**config.mk**
```make
export PLATFORM = sky130hd
export DESIGN_NAME = dvs_governor
export DESIGN_NICKNAME = d
export VERILOG_FILES = /design/src/rtl/dvs_gov_pkg.sv /design/src/rtl/dvs_level_table.sv /design/src/rtl/dvs_activity_monitor.sv /design/src/rtl/dvs_seq_ctrl.sv /design/src/rtl/dvs_governor.sv
export SDC_FILE = /design/constraint.sdc
export NUM_CORES = 1
export LEC_CHECK = 0
export BUFFER_PORTS_ARGS = -buffer_cell sky130_fd_sc_hd__buf_4
export CAP_MARGIN = 5
export CORE_UTILIZATION = 55
export DETAILED_ROUTE_END_ITERATION = 7
export GPL_TIMING_DRIVEN = 0
export MAX_ROUTING_LAYER = met4
export PLACE_DENSITY = 0.86
export SETUP_SLACK_MARGIN = 0.1
export SLEW_MARGIN = 10
export SYNTH_ARGS = -nofsm -noshare
export SYNTH_HDL_FRONTEND = slang
export SYNTH_SLANG_ARGS = --single-unit
```
**constraint.sdc**
```tcl
create_clock -name clk -period 4.5 [get_ports clk]
set_input_delay 0.225 -clock clk [delete_from_list [all_inputs] [get_ports clk]]
set_output_delay 0.225 -clock clk [all_outputs]
set_load 0.005 [all_outputs]
```
**src/rtl/dvs_gov_pkg.sv**
```systemverilog
package dvs_gov_pkg;

    localparam int CODE_W     = 8;
    localparam int F_FLOOR    = 59;   // MHz
    localparam int F_CEIL     = 251;  // MHz
    localparam int V_FLOOR    = 80;   // 10 mV units
    localparam int V_CEIL     = 150;  // 10 mV units

    typedef enum logic [1:0] {
        ST_RUN    = 2'd0,
        ST_LEAD   = 2'd1,
        ST_SETTLE = 2'd2
    } gov_state_e;

    typedef struct packed {
        logic [CODE_W-1:0] f;
        logic [CODE_W-1:0] v;
    } op_point_t;

    function automatic int freq_code(input int lvl, input int n);
        if (n < 2) return F_CEIL;
        return F_FLOOR + ((F_CEIL - F_FLOOR) * lvl) / (n - 1);
    endfunction

    function automatic int volt_code(input int lvl, input int n);
        if (n < 2) return V_CEIL;
        return V_FLOOR + ((V_CEIL - V_FLOOR) * lvl) / (n - 1);
    endfunction

endpackage

```
**src/rtl/dvs_level_table.sv**
```systemverilog
module dvs_level_table
    import dvs_gov_pkg::*;
#(
    parameter int N_LEVELS = 8,
    localparam int LW = (N_LEVELS > 1) ? $clog2(N_LEVELS) : 1
) (
    input  logic [LW-1:0] idx,
    output op_point_t     pt
);
    op_point_t tab [N_LEVELS];

    for (genvar g = 0; g < N_LEVELS; g++) begin : g_entry
        assign tab[g].f = CODE_W'(freq_code(g, N_LEVELS));
        assign tab[g].v = CODE_W'(volt_code(g, N_LEVELS));
    end

    always_comb begin
        if (int'(idx) < N_LEVELS) pt = tab[idx];
        else                      pt = tab[N_LEVELS-1];
    end
endmodule

```
**src/rtl/dvs_activity_monitor.sv**
```systemverilog
module dvs_activity_monitor #(
    parameter int IDLE_CYCLES = 16,
    parameter int BUSY_CYCLES = 8,
    localparam int IW = $clog2(IDLE_CYCLES + 1),
    localparam int BW = $clog2(BUSY_CYCLES + 1)
) (
    input  logic clk,
    input  logic rst,
    input  logic enable,
    input  logic clear,
    input  logic core_busy,
    input  logic at_top,
    input  logic at_bottom,
    output logic step_up,
    output logic step_down
);
    localparam logic [IW-1:0] IDLE_LAST = IW'(IDLE_CYCLES - 1);
    localparam logic [BW-1:0] BUSY_LAST = BW'(BUSY_CYCLES - 1);

    logic [IW-1:0] idle_cnt;
    logic [BW-1:0] busy_cnt;

    assign step_down = enable && !core_busy && (idle_cnt == IDLE_LAST) && !at_bottom;
    assign step_up   = enable &&  core_busy && (busy_cnt == BUSY_LAST) && !at_top;

    always_ff @(posedge clk) begin
        if (rst || !enable || clear) begin
            idle_cnt <= '0;
            busy_cnt <= '0;
        end else if (core_busy) begin
            idle_cnt <= '0;
            if (busy_cnt != BUSY_LAST) busy_cnt <= busy_cnt + 1'b1;
        end else begin
            busy_cnt <= '0;
            if (idle_cnt != IDLE_LAST) idle_cnt <= idle_cnt + 1'b1;
        end
    end
endmodule

```
**src/rtl/dvs_seq_ctrl.sv**
```systemverilog
module dvs_seq_ctrl
    import dvs_gov_pkg::*;
#(
    parameter int N_LEVELS      = 8,
    parameter int SETTLE_CYCLES = 12,
    localparam int LW = (N_LEVELS > 1) ? $clog2(N_LEVELS) : 1,
    localparam int CW = (SETTLE_CYCLES > 1) ? $clog2(SETTLE_CYCLES) : 1
) (
    input  logic              clk,
    input  logic              rst,
    input  logic              sw_req_valid,
    input  logic [LW-1:0]     sw_req_level,
    input  logic              step_up,
    input  logic              step_down,
    input  op_point_t         tab_pt,
    output logic [LW-1:0]     tab_idx,
    output logic              running,
    output logic              start,
    output logic              at_top,
    output logic              at_bottom,
    output logic [LW-1:0]     level,
    output logic [CODE_W-1:0] fcode,
    output logic [CODE_W-1:0] vcode,
    output logic              stall,
    output logic              done
);
    localparam logic [LW-1:0] TOP      = LW'(N_LEVELS - 1);
    localparam logic [CW-1:0] CNT_LAST = CW'(SETTLE_CYCLES - 1);
    localparam logic [CODE_W-1:0] F_RST = CODE_W'(freq_code(0, N_LEVELS));
    localparam logic [CODE_W-1:0] V_RST = CODE_W'(volt_code(0, N_LEVELS));

    gov_state_e    state;
    logic [LW-1:0] tgt;
    logic          up_dir;
    logic [CW-1:0] cnt;
    logic          pend_v;
    logic [LW-1:0] pend_lvl;
    logic [LW-1:0] req_clamped;
    logic          req_now;
    logic [LW-1:0] req_lvl;
    logic [LW-1:0] nxt;

    assign req_clamped = (sw_req_level > TOP) ? TOP : sw_req_level;
    assign running     = (state == ST_RUN);
    assign at_top      = (level == TOP);
    assign at_bottom   = (level == '0);

    always_comb begin
        req_now = sw_req_valid | pend_v;
        req_lvl = sw_req_valid ? req_clamped : pend_lvl;
        nxt     = level;
        start   = 1'b0;
        if (state == ST_RUN) begin
            if (req_now) begin
                nxt   = req_lvl;
                start = (req_lvl != level);
            end else if (step_down) begin
                nxt   = level - 1'b1;
                start = 1'b1;
            end else if (step_up) begin
                nxt   = level + 1'b1;
                start = 1'b1;
            end
        end
    end

    assign tab_idx = (state == ST_RUN) ? nxt : tgt;

    always_ff @(posedge clk) begin
        if (rst) begin
            state    <= ST_RUN;
            level    <= '0;
            tgt      <= '0;
            up_dir   <= 1'b0;
            fcode    <= F_RST;
            vcode    <= V_RST;
            stall    <= 1'b0;
            done     <= 1'b0;
            cnt      <= '0;
            pend_v   <= 1'b0;
            pend_lvl <= '0;
        end else begin
            done <= 1'b0;
            case (state)
                ST_RUN: begin
                    pend_v <= 1'b0;
                    if (start) begin
                        tgt    <= nxt;
                        up_dir <= (nxt > level);
                        stall  <= 1'b1;
                        state  <= ST_LEAD;
                        if (nxt > level) vcode <= tab_pt.v;
                        else             fcode <= tab_pt.f;
                    end
                end
                ST_LEAD: begin
                    if (up_dir) fcode <= tab_pt.f;
                    else        vcode <= tab_pt.v;
                    cnt   <= '0;
                    state <= ST_SETTLE;
                end
                ST_SETTLE: begin
                    if (cnt == CNT_LAST) begin
                        state <= ST_RUN;
                        level <= tgt;
                        stall <= 1'b0;
                        done  <= 1'b1;
                    end else begin
                        cnt <= cnt + 1'b1;
                    end
                end
                default: state <= ST_RUN;
            endcase
            if (state != ST_RUN && sw_req_valid) begin
                pend_v   <= 1'b1;
                pend_lvl <= req_clamped;
            end
        end
    end
endmodule

```
**src/rtl/dvs_governor.sv**
```systemverilog
module dvs_governor
    import dvs_gov_pkg::*;
#(
    parameter int N_LEVELS      = 8,
    parameter int IDLE_CYCLES   = 16,
    parameter int BUSY_CYCLES   = 8,
    parameter int SETTLE_CYCLES = 12,
    localparam int LW = (N_LEVELS > 1) ? $clog2(N_LEVELS) : 1
) (
    input  logic          clk,
    input  logic          rst,
    input  logic          core_busy,
    input  logic          sw_req_valid,
    input  logic [LW-1:0] sw_req_level,
    output logic [LW-1:0] level_code,
    output logic [7:0]    vcode,
    output logic [7:0]    fcode,
    output logic          core_stall,
    output logic          change_done
);
    op_point_t     tab_pt;
    logic [LW-1:0] tab_idx;
    logic          running;
    logic          start;
    logic          at_top;
    logic          at_bottom;
    logic          step_up;
    logic          step_down;

    dvs_level_table #(.N_LEVELS(N_LEVELS)) u_table (
        .idx (tab_idx),
        .pt  (tab_pt)
    );

    dvs_activity_monitor #(
        .IDLE_CYCLES (IDLE_CYCLES),
        .BUSY_CYCLES (BUSY_CYCLES)
    ) u_monitor (
        .clk       (clk),
        .rst       (rst),
        .enable    (running),
        .clear     (start),
        .core_busy (core_busy),
        .at_top    (at_top),
        .at_bottom (at_bottom),
        .step_up   (step_up),
        .step_down (step_down)
    );

    dvs_seq_ctrl #(
        .N_LEVELS      (N_LEVELS),
        .SETTLE_CYCLES (SETTLE_CYCLES)
    ) u_ctrl (
        .clk          (clk),
        .rst          (rst),
        .sw_req_valid (sw_req_valid),
        .sw_req_level (sw_req_level),
        .step_up      (step_up),
        .step_down    (step_down),
        .tab_pt       (tab_pt),
        .tab_idx      (tab_idx),
        .running      (running),
        .start        (start),
        .at_top       (at_top),
        .at_bottom    (at_bottom),
        .level        (level_code),
        .fcode        (fcode),
        .vcode        (vcode),
        .stall        (core_stall),
        .done         (change_done)
    );
endmodule

```
# == Word-level counts from Yosys, hierarchy flattened ==
# Memory sizes are Yosys's and may differ from the RTL's.
# Cells that the tools add are included.
# W data, S select, Z words.
# totals
mem_bits_rw,0
ff_bits,44
mem_bits_ro,128
latchBits,0
word_cells,104
memories,1
output_inout_bits,21
inputBits,7
# memory_table
name,depth,width,rd,rd_ports_with_merged_regs,wr,line_no,text
(no name shown),8,16,1,0,0,dvs_level_table.sv:18,if (int'(idx) < N_LEVELS) pt = tab[idx];
# classes
mux,32
bitwise,4
magnitude_cmp,3
eq_ne,16
shift,0
n_div,0
addsub,5
n_reduce_logical,30
n_mul,0
# ops
cell,n
$mux W8,6
$mux W16,2
$pmux W8 S2,2
$mux W3,7
$reduce_bool A2 Y1,5
$mux W1,9
$add A4 B1 Y4 const B,2
$ne A2 B2 Y1 const B,4
$pmux W4 S2,1
$reduce_and A2 Y1,4
$reduce_and A4 Y1,2
$logic_and A1 B1 Y1,7
$ne A2 B1 Y1 const B,3
$pmux W2 S3,1
$reduce_or A2 Y1,3
$add A5 B1 Y5 const B,1
$eq A5 B4 Y1 const B,1
$ne A5 B4 Y1 const B,1
$eq A4 B3 Y1 const B,1
$eq A4 B4 Y1 const B,1
$ge A4 B4 Y1 const B,1
$logic_not A1 Y1,4
$mux W2,2
$mux W4,1
17 further kinds,19

# == Longest topological paths before layout ==
# Gate-level depths: netlist (run 1).
# depth
depth_word,16
mapped_depth,17
ltp_nobuf,15

# == By module ==
# Synthesis (run 1) repeated with hierarchy kept, for this count alone.
# unflattened
hier_cells,289
area_unflattened_um2,2611.3
# modules_own_cells
mod,n_inst,area_each_um2,cells_each,seq_area_each_um2
dvs_seq_ctrl,1,1935.6,213,700.7
dvs_activity_monitor,1,455.4,46,180.2
dvs_level_table,1,220.2,30,0.0

# == Worst setup path after synthesis (run 1) ==
# OpenSTA, ideal clock, no wires.
# synth_path
kind,register to register
startpoint,register u_monitor.idle_cnt[0]
endpoint,register u_ctrl.fcode[0]
path_stages_with_launch,16
synth_period_minus_slack_ps,3572
setup_ps,122
arrival_ps,3450
required_time_ps,4378
n_path_buf,2
slack_ps,928
cell_sequence,dfxtp_1 ha_1 and3_1 ha_1 clkbuf_2 nor4b_4 a211oi_1 o41ai_2 nand2_1 o21ai_0 ha_1 a211o_1 a211o_1 o32a_2 buf_6 a221o_1
# synth_between
elab_chain_cells,14
elab_cells_between_ends,22
classes_between,order compare (1); eq/ne (3); mux (13); bitwise (1); reduce/logical (3); memory (1)
# synth_rtl
item,line_no,text
start: declaration,dvs_activity_monitor.sv:20,logic [IW-1:0] idle_cnt;
start signal: assignment,dvs_activity_monitor.sv:35,if (idle_cnt != IDLE_LAST) idle_cnt <= idle_cnt + 1'b1;
$eq A5 B4 Y1 *,dvs_activity_monitor.sv:23,assign step_down = enable && !core_busy && (idle_cnt == IDLE_LAST) && !at_bottom;
$logic_and A1 B1 Y1 * (2 in a row),dvs_activity_monitor.sv:23,
$mux W3 *,dvs_seq_ctrl.sv:57,end else if (step_down) begin
$mux W3 *,dvs_seq_ctrl.sv:54,if (req_now) begin
$mux W3 *,dvs_seq_ctrl.sv:53,if (state == ST_RUN) begin
net u_ctrl.nxt[1],dvs_seq_ctrl.sv:41,logic [LW-1:0] nxt;
$mux W3,dvs_seq_ctrl.sv:67,assign tab_idx = (state == ST_RUN) ? nxt : tgt;
$not A3 Y4 (not written as such),dvs_level_table.sv:18,
$mem_v2 Z8 W16,n/a,
$mux W16 (not written as such) (2 in a row),dvs_level_table.sv:18,
$mux W8,dvs_seq_ctrl.sv:92,if (nxt > level) vcode <= tab_pt.v;
$mux W8,dvs_seq_ctrl.sv:87,if (start) begin
$pmux W8 S2,dvs_seq_ctrl.sv:84,case (state)
end signal: assignment,dvs_seq_ctrl.sv:93,else fcode <= tab_pt.f;
end signal: assignment,dvs_seq_ctrl.sv:97,if (up_dir) fcode <= tab_pt.f;
end: declaration,dvs_seq_ctrl.sv:22,"output logic [CODE_W-1:0] fcode,"
# The timed path passes the listed nets; every way through them passes the cells marked *. The select of a mux whose other input is x is not followed.
# A chain may end at the register's enable or synchronous reset.

# == Worst setup path in the final report (run 1) ==
# layout_path
startpoint,register u_monitor.idle_cnt[0]
endpoint,register u_ctrl.fcode[3]
# The elaborated chain is that of the path after synthesis.

==> metrics.txt, run 1 <==
status complete, no violations; post-DP HPWL 3825 um; placer congestion estimate 0.8269; Final Hold Viols 0; power density cells 342.3 mW/mm^2; Max IR drop VDD 210.4 uV; grt total ovfl 0; Residual DRC 0; FF+latch area 860.8 sq um; CTS tree yes; first-pass GRT wire length 8631 um; layout cells sized above 1 19.61%; Ports 28; Min-Delay Path Class in -> reg; CTS Buf Count 5; Layout Nets 328; CP max stage delay 530 ps; multi-input logic area 0.001485 sq mm; crit start category flop; Via density 5.679; post-layout util 65.23%; ys flop type dfxtp_1; final worst path period share 87.35%; post-CTS setup buffer count 0; cell breakdown of the critical path ha_1 > and3_1 > ha_1 > clkbuf_2 > nor4b_4 > a211oi_1 > o41ai_2 > nand2_1 > o21ai_0 > ha_1 > a211o_1 > a211o_1 > o32a_2 > buf_6 > a221o_1; Post-Route WL 5056 um; Synth async-reset ratio 0%; antenna cells 0; area grow syn2layout 14.30%; First-pass DRT Iterations 4; max_cap viols 0; # rows 24; root buf cell clkbuf_8; syn_nets 296; YS warnings 0; critical path class reg -> reg; largest net degree at the start of global routing 13; Reg clk slew, reported paths 80 ps; Clock Tree Buf Depth 2; CP Data Required Time 4690 ps; actual slew at the worst max-slew pin 610.0 ps; later-pin clock latency in the skew report 290 ps; crit path DAT 4120 ps; top-count cell post-synth dfxtp_1; leakage power 1.186 nW; top post-synthesis cells by count dfxtp_1, nor2_1, a21oi_1, nand2_1, ha_1; Max Slew Vio Count 0; Crit Path Max Fanout 10; Tmin final 3931 ps; Initial Util 57.07%; Mapped Avg Cell Area 9.069 sq um; DIE AREA 0.004791 sq mm; FILL cells 333; Yosys top cell by area dfxtp_1; endpoint class of the critical path flop; Final ANT Viol Nets 0; clock sink count 43; Worst Skew 3.996 ps; WL per Instance 14.12 um; CTS resizes 0; library cells used by synthesis 64; PortBufs 25; Core ar. 0.004354 sq mm; antenna violations before repair 0; setup violators final 0; max_slew headroom 58.82%; EDFF count, synth 0; Max Freq 254.4 MHz; first-iteration detailed-routing DRC count 58; final setup TNS 0 ps; die width 69.22 um; Post-Syn Area 0.002485 sq mm; number of global-route vias before repair 1898; RSZ-0062 raised after global routing false; H-tree depth 2; # hold bufs at CTS 0; via count 2033; Die Y-Extent 69.22 um; Seq/Total Area, Yosys 34.64%; most frequent CP cell ha_1; Synth Register Bits 43; total global routing track utilization 22.53%; top area cells in the synthesized netlist dfxtp_1, ha_1, nor2_1; Synth Instances 274; CP max-delay cell o41ai_2; post-synth top area share 34.64%
==> power breakdown <==
group          internal [mW]  switching (mW)  total (mW)  leakage, nW
clock                  0.163           0.124       0.286       0.0513
combinational          0.118           0.134       0.252        0.785
sequential             0.413          0.0207       0.434        0.350
total                  0.693           0.279       0.972         1.19
==> kinds of logic (layout without fill, tap and decap cells) <==
family | Yosys count | count (layout) | synth area share [%]
and+or+nand+nor | 103 | 103 | 22.05
AOI/OAI and AO/OA | 65 | 65 | 21.55
DFF | 43 | 43 | 34.64
buffers and inverters | 25 | 57 | 5.589
adders and majority gates | 15 | 15 | 7.553
muxes | 13 | 13 | 5.287
xor gates and xnor gates | 9 | 9 | 3.172
other | 1 | 1 | 0.1509
==> path summary, 6_finish.rpt <==
check                                          start                         endpoint  slack, ps  depth (start not counted)
setup reg to reg  u_monitor.idle_cnt[0]$_SDFFE_PP0P_     u_ctrl.fcode[3]$_SDFFE_PP1P_        570                         15
hold reg to reg            u_ctrl.stall$_SDFFE_PP0P_        u_ctrl.stall$_SDFFE_PP0P_        470                          2
hold / removal                       sw_req_level[1]  u_ctrl.pend_lvl[1]$_SDFFE_PP0P_        180                          3
setup / recovery  u_monitor.idle_cnt[0]$_SDFFE_PP0P_     u_ctrl.fcode[3]$_SDFFE_PP1P_        570                         15
==> layer usage <==
metal / vias to the layer above / part of all wire, % / global-route usage, %
met2: 21 / 47 / 34.84
met1: 952 / 49 / 29.57
met4: 0 / 2.2 / 9.070
met5: - / 0 / -
met3: 12 / 2.2 / 3.488
li1: 1048 / - / -
==> flip-flops by register name (all words and copies together) (netlist names) <==
name / count
u_ctrl.done: 1
u_ctrl.stall: 1
u_monitor.idle_cnt: 5
u_ctrl.up_dir: 1
u_ctrl.pend_v: 1
u_monitor.busy_cnt: 4
u_ctrl.cnt: 4
u_ctrl.level: 3
u_ctrl.fcode: 8
u_ctrl.state: 2
u_ctrl.pend_lvl: 3
u_ctrl.tgt: 3
u_ctrl.vcode: 7
==> stage by stage <==
step                      cell area, sq um  total power [mW]  instances  setup WS (ps)  hold WS, ps
after floorplan                       2485            0.6149        274          928.3        368.9
after CTS                             2840            0.9765        358          585.5        178.5
after global routing                  2840             1.024        358          255.7        191.1
final                                 2840            0.9721        358          569.3        183.6
after detailed placement              2738            0.6917        351          595.5        456.2
after global placement                2738            0.6845        351          633.3        449.2
==> placed cells by master, fill, tap and decap left out, types with 6 or more instances in the layout <==
cell type / netlist / routed
nor3_1: 6 / 6
nor2_1: 39 / 39
buf_4: 1 / 26
dfxtp_1: 43 / 43
a21oi_1: 21 / 21
inv_1: 9 / 9
ha_1: 15 / 15
mux2i_1: 12 / 12
xnor2_1: 7 / 7
nand3_1: 7 / 7
nand2_1: 16 / 16
nand2b_1: 7 / 7
==> layout make-up <==
cell class / count / share of cell area, %
Multi-Input combinational cell: 206 / 52.29
Sequential cell: 43 / 30.31
Timing Repair Buffer: 25 / 6.608
Buffer: 14 / 3.436
Clock buffer: 6 / 2.555
Tap cell: 52 / 2.291
Inverter: 11 / 1.454
Clock inverter: 1 / 1.057
==> critical path: cells and delay by family, from the launching register on <==
kind / cells / cell delay (ps)
compound gates: 7 / 1870
simple gates: 3 / 660
fa+ha+maj: 3 / 580
flops: 1 / 380
buf+inv: 2 / 350
(Power assumes the default switching activity.)
==> run 2, diff against run 1 <==
--- a/config.mk
+++ b/config.mk
@@ -7,11 +7,11 @@
 export LEC_CHECK = 0
 export BUFFER_PORTS_ARGS = -buffer_cell sky130_fd_sc_hd__buf_4
 export CAP_MARGIN = 5
-export CORE_UTILIZATION = 55
+export CORE_UTILIZATION = 45
 export DETAILED_ROUTE_END_ITERATION = 7
 export GPL_TIMING_DRIVEN = 0
 export MAX_ROUTING_LAYER = met4
-export PLACE_DENSITY = 0.86
+export PLACE_DENSITY = 0.74
 export SETUP_SLACK_MARGIN = 0.1
 export SLEW_MARGIN = 10
 export SYNTH_ARGS = -nofsm -noshare
==> metrics.txt, run 2 (synthesized netlist as in run 1, its figures left out) <==
PortBufs 25; Post-Route WL 5071 um; First-pass DRT Iterations 4; CTS resizes 0; status complete, no violations; Final Hold Viols 0; Residual DRC 0; H-tree depth 2; layout cells sized above 1 20.20%; Max Freq 252.5 MHz; CP max stage delay 550 ps; placer congestion estimate 0.8576; post-CTS setup buffer count 0; antenna cells 0; endpoint class of the critical path flop; post-layout util 55.02%; Crit Path Max Fanout 10; CP max-delay cell o41ai_2; Max IR drop VDD 190.7 uV; power density cells 335.0 mW/mm^2; Clock Tree Buf Depth 2; first-pass GRT wire length 9108 um; leakage power 1.185 nW; Tmin final 3960 ps; first-iteration detailed-routing DRC count 69; Largest Register u_ctrl.fcode; Final ANT Viol Nets 0; most frequent cells in the layout dfxtp_1, nor2_1, buf_4, a21oi_1, nand2_1; max_slew headroom 60.05%; WHS 174.0 ps; Reg clk slew, reported paths 90 ps; post-DP HPWL 3892 um; root buf cell clkbuf_8; final setup TNS 0 ps; antenna violations before repair 0; CTS Buf Count 5; cell breakdown of the critical path ha_1 > and3_1 > ha_1 > clkbuf_2 > nor4b_4 > a211oi_1 > o41ai_2 > nand2_1 > o21ai_0 > ha_1 > a211o_1 > a211o_1 > o32a_2 > buf_6 > a221o_1; critical path's top delay family compound AO/OA/AOI/OAI gates; CTS tree yes; actual slew at the worst max-slew pin 595.6 ps; Worst Skew 8.563 ps; Initial Util 47.74%; CP Data Required Time 4690 ps; die width 76.31 um; commonest non-fill, non-tap cell in the layout dfxtp_1; Max Slew Vio Count 0; clock sink count 43; max_cap viols 0; largest net degree at the start of global routing 14; crit start category flop; final worst path period share 88.01%; later-pin clock latency in the skew report 300 ps; Largest register FFs 8; setup violators final 0; RSZ-0062 raised after global routing false; critical path class reg -> reg; Ports 28; DIE AREA 0.005823 sq mm; total global routing track utilization 19.95%; Layout Nets 328; crit path DAT 4150 ps; grt total ovfl 0; WP buf/inv 2; area grow syn2layout 15.26%; Via density 5.387; number of global-route vias before repair 2017; via count 2031; largest registers u_ctrl.fcode: 8 flops, u_ctrl.vcode: 7 flops, u_monitor.idle_cnt: 5 flops; WL per Instance 13.45 um; Core ar. 0.005205 sq mm; Die Y-Extent 76.31 um; most frequent CP cell ha_1; Min-Delay Path Class in -> reg; # hold bufs at CTS 0; # rows 26
-- run 2: routing by layer --
metal / vias to the layer above / global-route usage [%] / share of wire (%)
met1: 956 / 23.96 / 48
li1: 1049 / - / -
met3: 8 / 4.192 / 2.2
met4: 0 / 7.885 / 1.6
met2: 18 / 32.61 / 48
met5: - / - / 0
-- run 2: path summary, 6_finish.rpt --
check                                     startpoint  cells after the start  slack, ps                         endpoint
hold / removal                       sw_req_level[0]                      3        170  u_ctrl.pend_lvl[0]$_SDFFE_PP0P_
setup / recovery  u_monitor.idle_cnt[0]$_SDFFE_PP0P_                     15        540     u_ctrl.fcode[3]$_SDFFE_PP1P_
setup reg to reg  u_monitor.idle_cnt[0]$_SDFFE_PP0P_                     15        540     u_ctrl.fcode[3]$_SDFFE_PP1P_
hold reg to reg            u_ctrl.stall$_SDFFE_PP0P_                      2        470        u_ctrl.stall$_SDFFE_PP0P_
-- run 2: area by class of cell --
cell class                      count  area, sq um
Clock inverter                      1        7.507
Inverter                           11        41.29
Clock buffer                        7        96.34
Sequential cell                    43        860.8
Buffer                             14        97.59
Fill cell                         492         2341
Timing Repair Buffer               25        187.7
Tap cell                           70        87.58
Multi-Input combinational cell    206         1485
-- run 2: report_power, final --
group	internal (mW)	total, mW	switching, mW
registers	0.413	0.433	0.0201
clock network	0.140	0.275	0.135
logic	0.118	0.252	0.134
-- run 2: worst register-to-register path, stage by stage, from the launching register on --
cell	delay (ps)
dfxtp_1	380
ha_1	180
and3_1	160
ha_1	130
clkbuf_2	180
nor4b_4	380
a211oi_1	150
o41ai_2	550
nand2_1	110
o21ai_0	90
ha_1	270
a211o_1	280
a211o_1	250
o32a_2	240
buf_6	170
a221o_1	340
-- run 2: metrics by stage --
step,power [mW],setup WS [ps],instances,cell area [sq um]
6_report,0.9596,539.8,377,2864
5_1_grt,1.014,198.5,377,2864
4_1_cts,0.9685,521.4,377,2864
3_5_place_dp,0.6942,544.5,369,2760
3_3_place_gp,0.6880,607.1,369,2760
2_1_floorplan,0.6149,928.3,274,2485
==> run 3, diff against run 2 <==
--- a/config.mk
+++ b/config.mk
@@ -9,9 +9,11 @@
 export CAP_MARGIN = 5
 export CORE_UTILIZATION = 45
 export DETAILED_ROUTE_END_ITERATION = 7
+export GPL_ROUTABILITY_DRIVEN = 1
 export GPL_TIMING_DRIVEN = 0
 export MAX_ROUTING_LAYER = met4
 export PLACE_DENSITY = 0.74
+export REMOVE_ABC_BUFFERS = 1
 export SETUP_SLACK_MARGIN = 0.1
 export SLEW_MARGIN = 10
 export SYNTH_ARGS = -nofsm -noshare
==> metrics.txt, run 3 (synthesized netlist as in run 1, its figures left out) <==
Largest register FFs 8; largest net degree at the start of global routing 35; Layout Nets 315; CP Data Required Time 4750 ps; First-pass DRT Iterations 4; setup violators final 0; CTS Buf Count 5; largest registers u_ctrl.fcode: 8 flops, u_ctrl.vcode: 7 flops, u_monitor.idle_cnt: 5 flops; status complete, no violations; WHS 179.0 ps; first-iteration detailed-routing DRC count 68; Core ar. 0.005205 sq mm; commonest non-fill, non-tap cell in the layout dfxtp_1; CTS resizes 0; WL per Instance 14.26 um; final setup TNS 0 ps; clock sink count 43; dpl cells 356; H-tree depth 2; later-pin clock latency in the skew report 300 ps; Reg clk slew, reported paths 80 ps; crit start category flop; layout cells sized above 1 17.75%; Post-Route WL 5175 um; Largest Register u_ctrl.fcode; # hold bufs at CTS 0; # rows 26; post-DP HPWL 3626 um; final worst path period share 89.43%; placer congestion estimate 0.8463; Clock Tree Buf Depth 2; antenna violations before repair 0; Max Freq 248.5 MHz; Residual DRC 0; power density cells 345.8 mW/mm^2; RSZ-0062 raised after global routing false; fin cells 363; Final Hold Viols 0; die width 76.31 um; max_cap viols 0; post-CTS setup buffer count 0; root buf cell clkbuf_8; grt total ovfl 0; via count 2028; area grow syn2layout 11.58%; antenna cells 0; critical path class reg -> reg; Via density 5.587; Die Y-Extent 76.31 um; Ports 28; most frequent cells in the layout dfxtp_1, nor2_1, buf_4, a21oi_1, nand2_1; Min-Delay Path Class in -> reg; Max Slew Vio Count 0; CTS tree yes; Tmin final 4024 ps; max_slew headroom 46.16%; PortBufs 26; total global routing track utilization 19.43%; crit path DAT 4270 ps; leakage power 1.136 nW; DIE AREA 0.005823 sq mm; number of global-route vias before repair 1983; endpoint class of the critical path flop; first-pass GRT wire length 8997 um; Crit Path Max Fanout 14; Max IR drop VDD 186.5 uV; Final ANT Viol Nets 0; Worst Skew 5.460 ps; Initial Util 47.74%; actual slew at the worst max-slew pin 807.5 ps
-- run 3: cell count changes in the layout (fill, tap and decap cells not counted) --
cell        previous run  this run
buf_1                  2         0
buf_2                  2         0
buf_6                  5         0
bufinv_16              0         1
clkbuf_1               3         1
clkbuf_2               1         0
clkbuf_8               7         5
clkinvlp_4             1         0
-- run 3: worst max-delay path: stages, from the launching register on --
cell and delay [ps]:
dfxtp_1 370, ha_1 170, and3_1 170, ha_1 300
nor4b_4 430, a211oi_1 160, o41ai_2 550, nand2_1 100
o21ai_0 100, ha_1 280, a211o_1 290, a211o_1 270
o32a_2 300, a2111oi_4 340, a31o_1 140
-- run 3: path summary, 6_finish.rpt --
kind / from / endpoint / slack, ps / cells after the start
worst max-delay path: u_monitor.idle_cnt[0]$_SDFFE_PP0P_ / u_ctrl.fcode[2]$_SDFFE_PP0P_ / 480 / 14
worst min register to register: u_ctrl.stall$_SDFFE_PP0P_ / u_ctrl.stall$_SDFFE_PP0P_ / 460 / 2
worst max register to register: u_monitor.idle_cnt[0]$_SDFFE_PP0P_ / u_ctrl.fcode[2]$_SDFFE_PP0P_ / 480 / 14
worst min-delay path: sw_req_level[1] / u_ctrl.pend_lvl[1]$_SDFFE_PP0P_ / 180 / 3
-- run 3: cell type report --
cell class              count  area, sq um
fillers                   517         2432
multi-input cells         206         1485
flip-flops and latches     43        860.8
repair buffers             26        195.2
well taps                  70        87.58
clock buffers               6        72.57
inverters                  11        41.29
clock inverters             1        30.03
-- run 3: through the flow --
stage | worst slack, ps | area, sq um | total power [mW] | util, %
finish | 475.7 | 2773 | 0.9588 | 53.27
global route | 199.9 | 2773 | 1.009 | 53.27
CTS | 479.3 | 2773 | 0.9636 | 53.27
detailed placement | 527.3 | 2670 | 0.6745 | 51.30
global placement | 590.4 | 2670 | 0.6683 | 51.30
floorplan | 996.0 | 2387 | 0.5923 | -
-- run 3: layer usage --
| layer | global-route usage (%) | up-vias | wire (um) |
|---|---|---|---|
| li1 | - | 1023 | - |
| met1 | 22.26 | 953 | 2434 |
| met2 | 32.43 | 37 | 2397 |
| met3 | 4.431 | 15 | 190 |
| met4 | 8.462 | 0 | 152 |
| met5 | - | - | 0 |
-- run 3: power by group --
| group | total [mW] | switching [mW] | internal (mW) |
|---|---|---|---|
| clock network | 0.292 | 0.129 | 0.163 |
| logic | 0.229 | 0.126 | 0.103 |
| registers | 0.438 | 0.0251 | 0.413 |
| total | 0.959 | 0.280 | 0.679 |
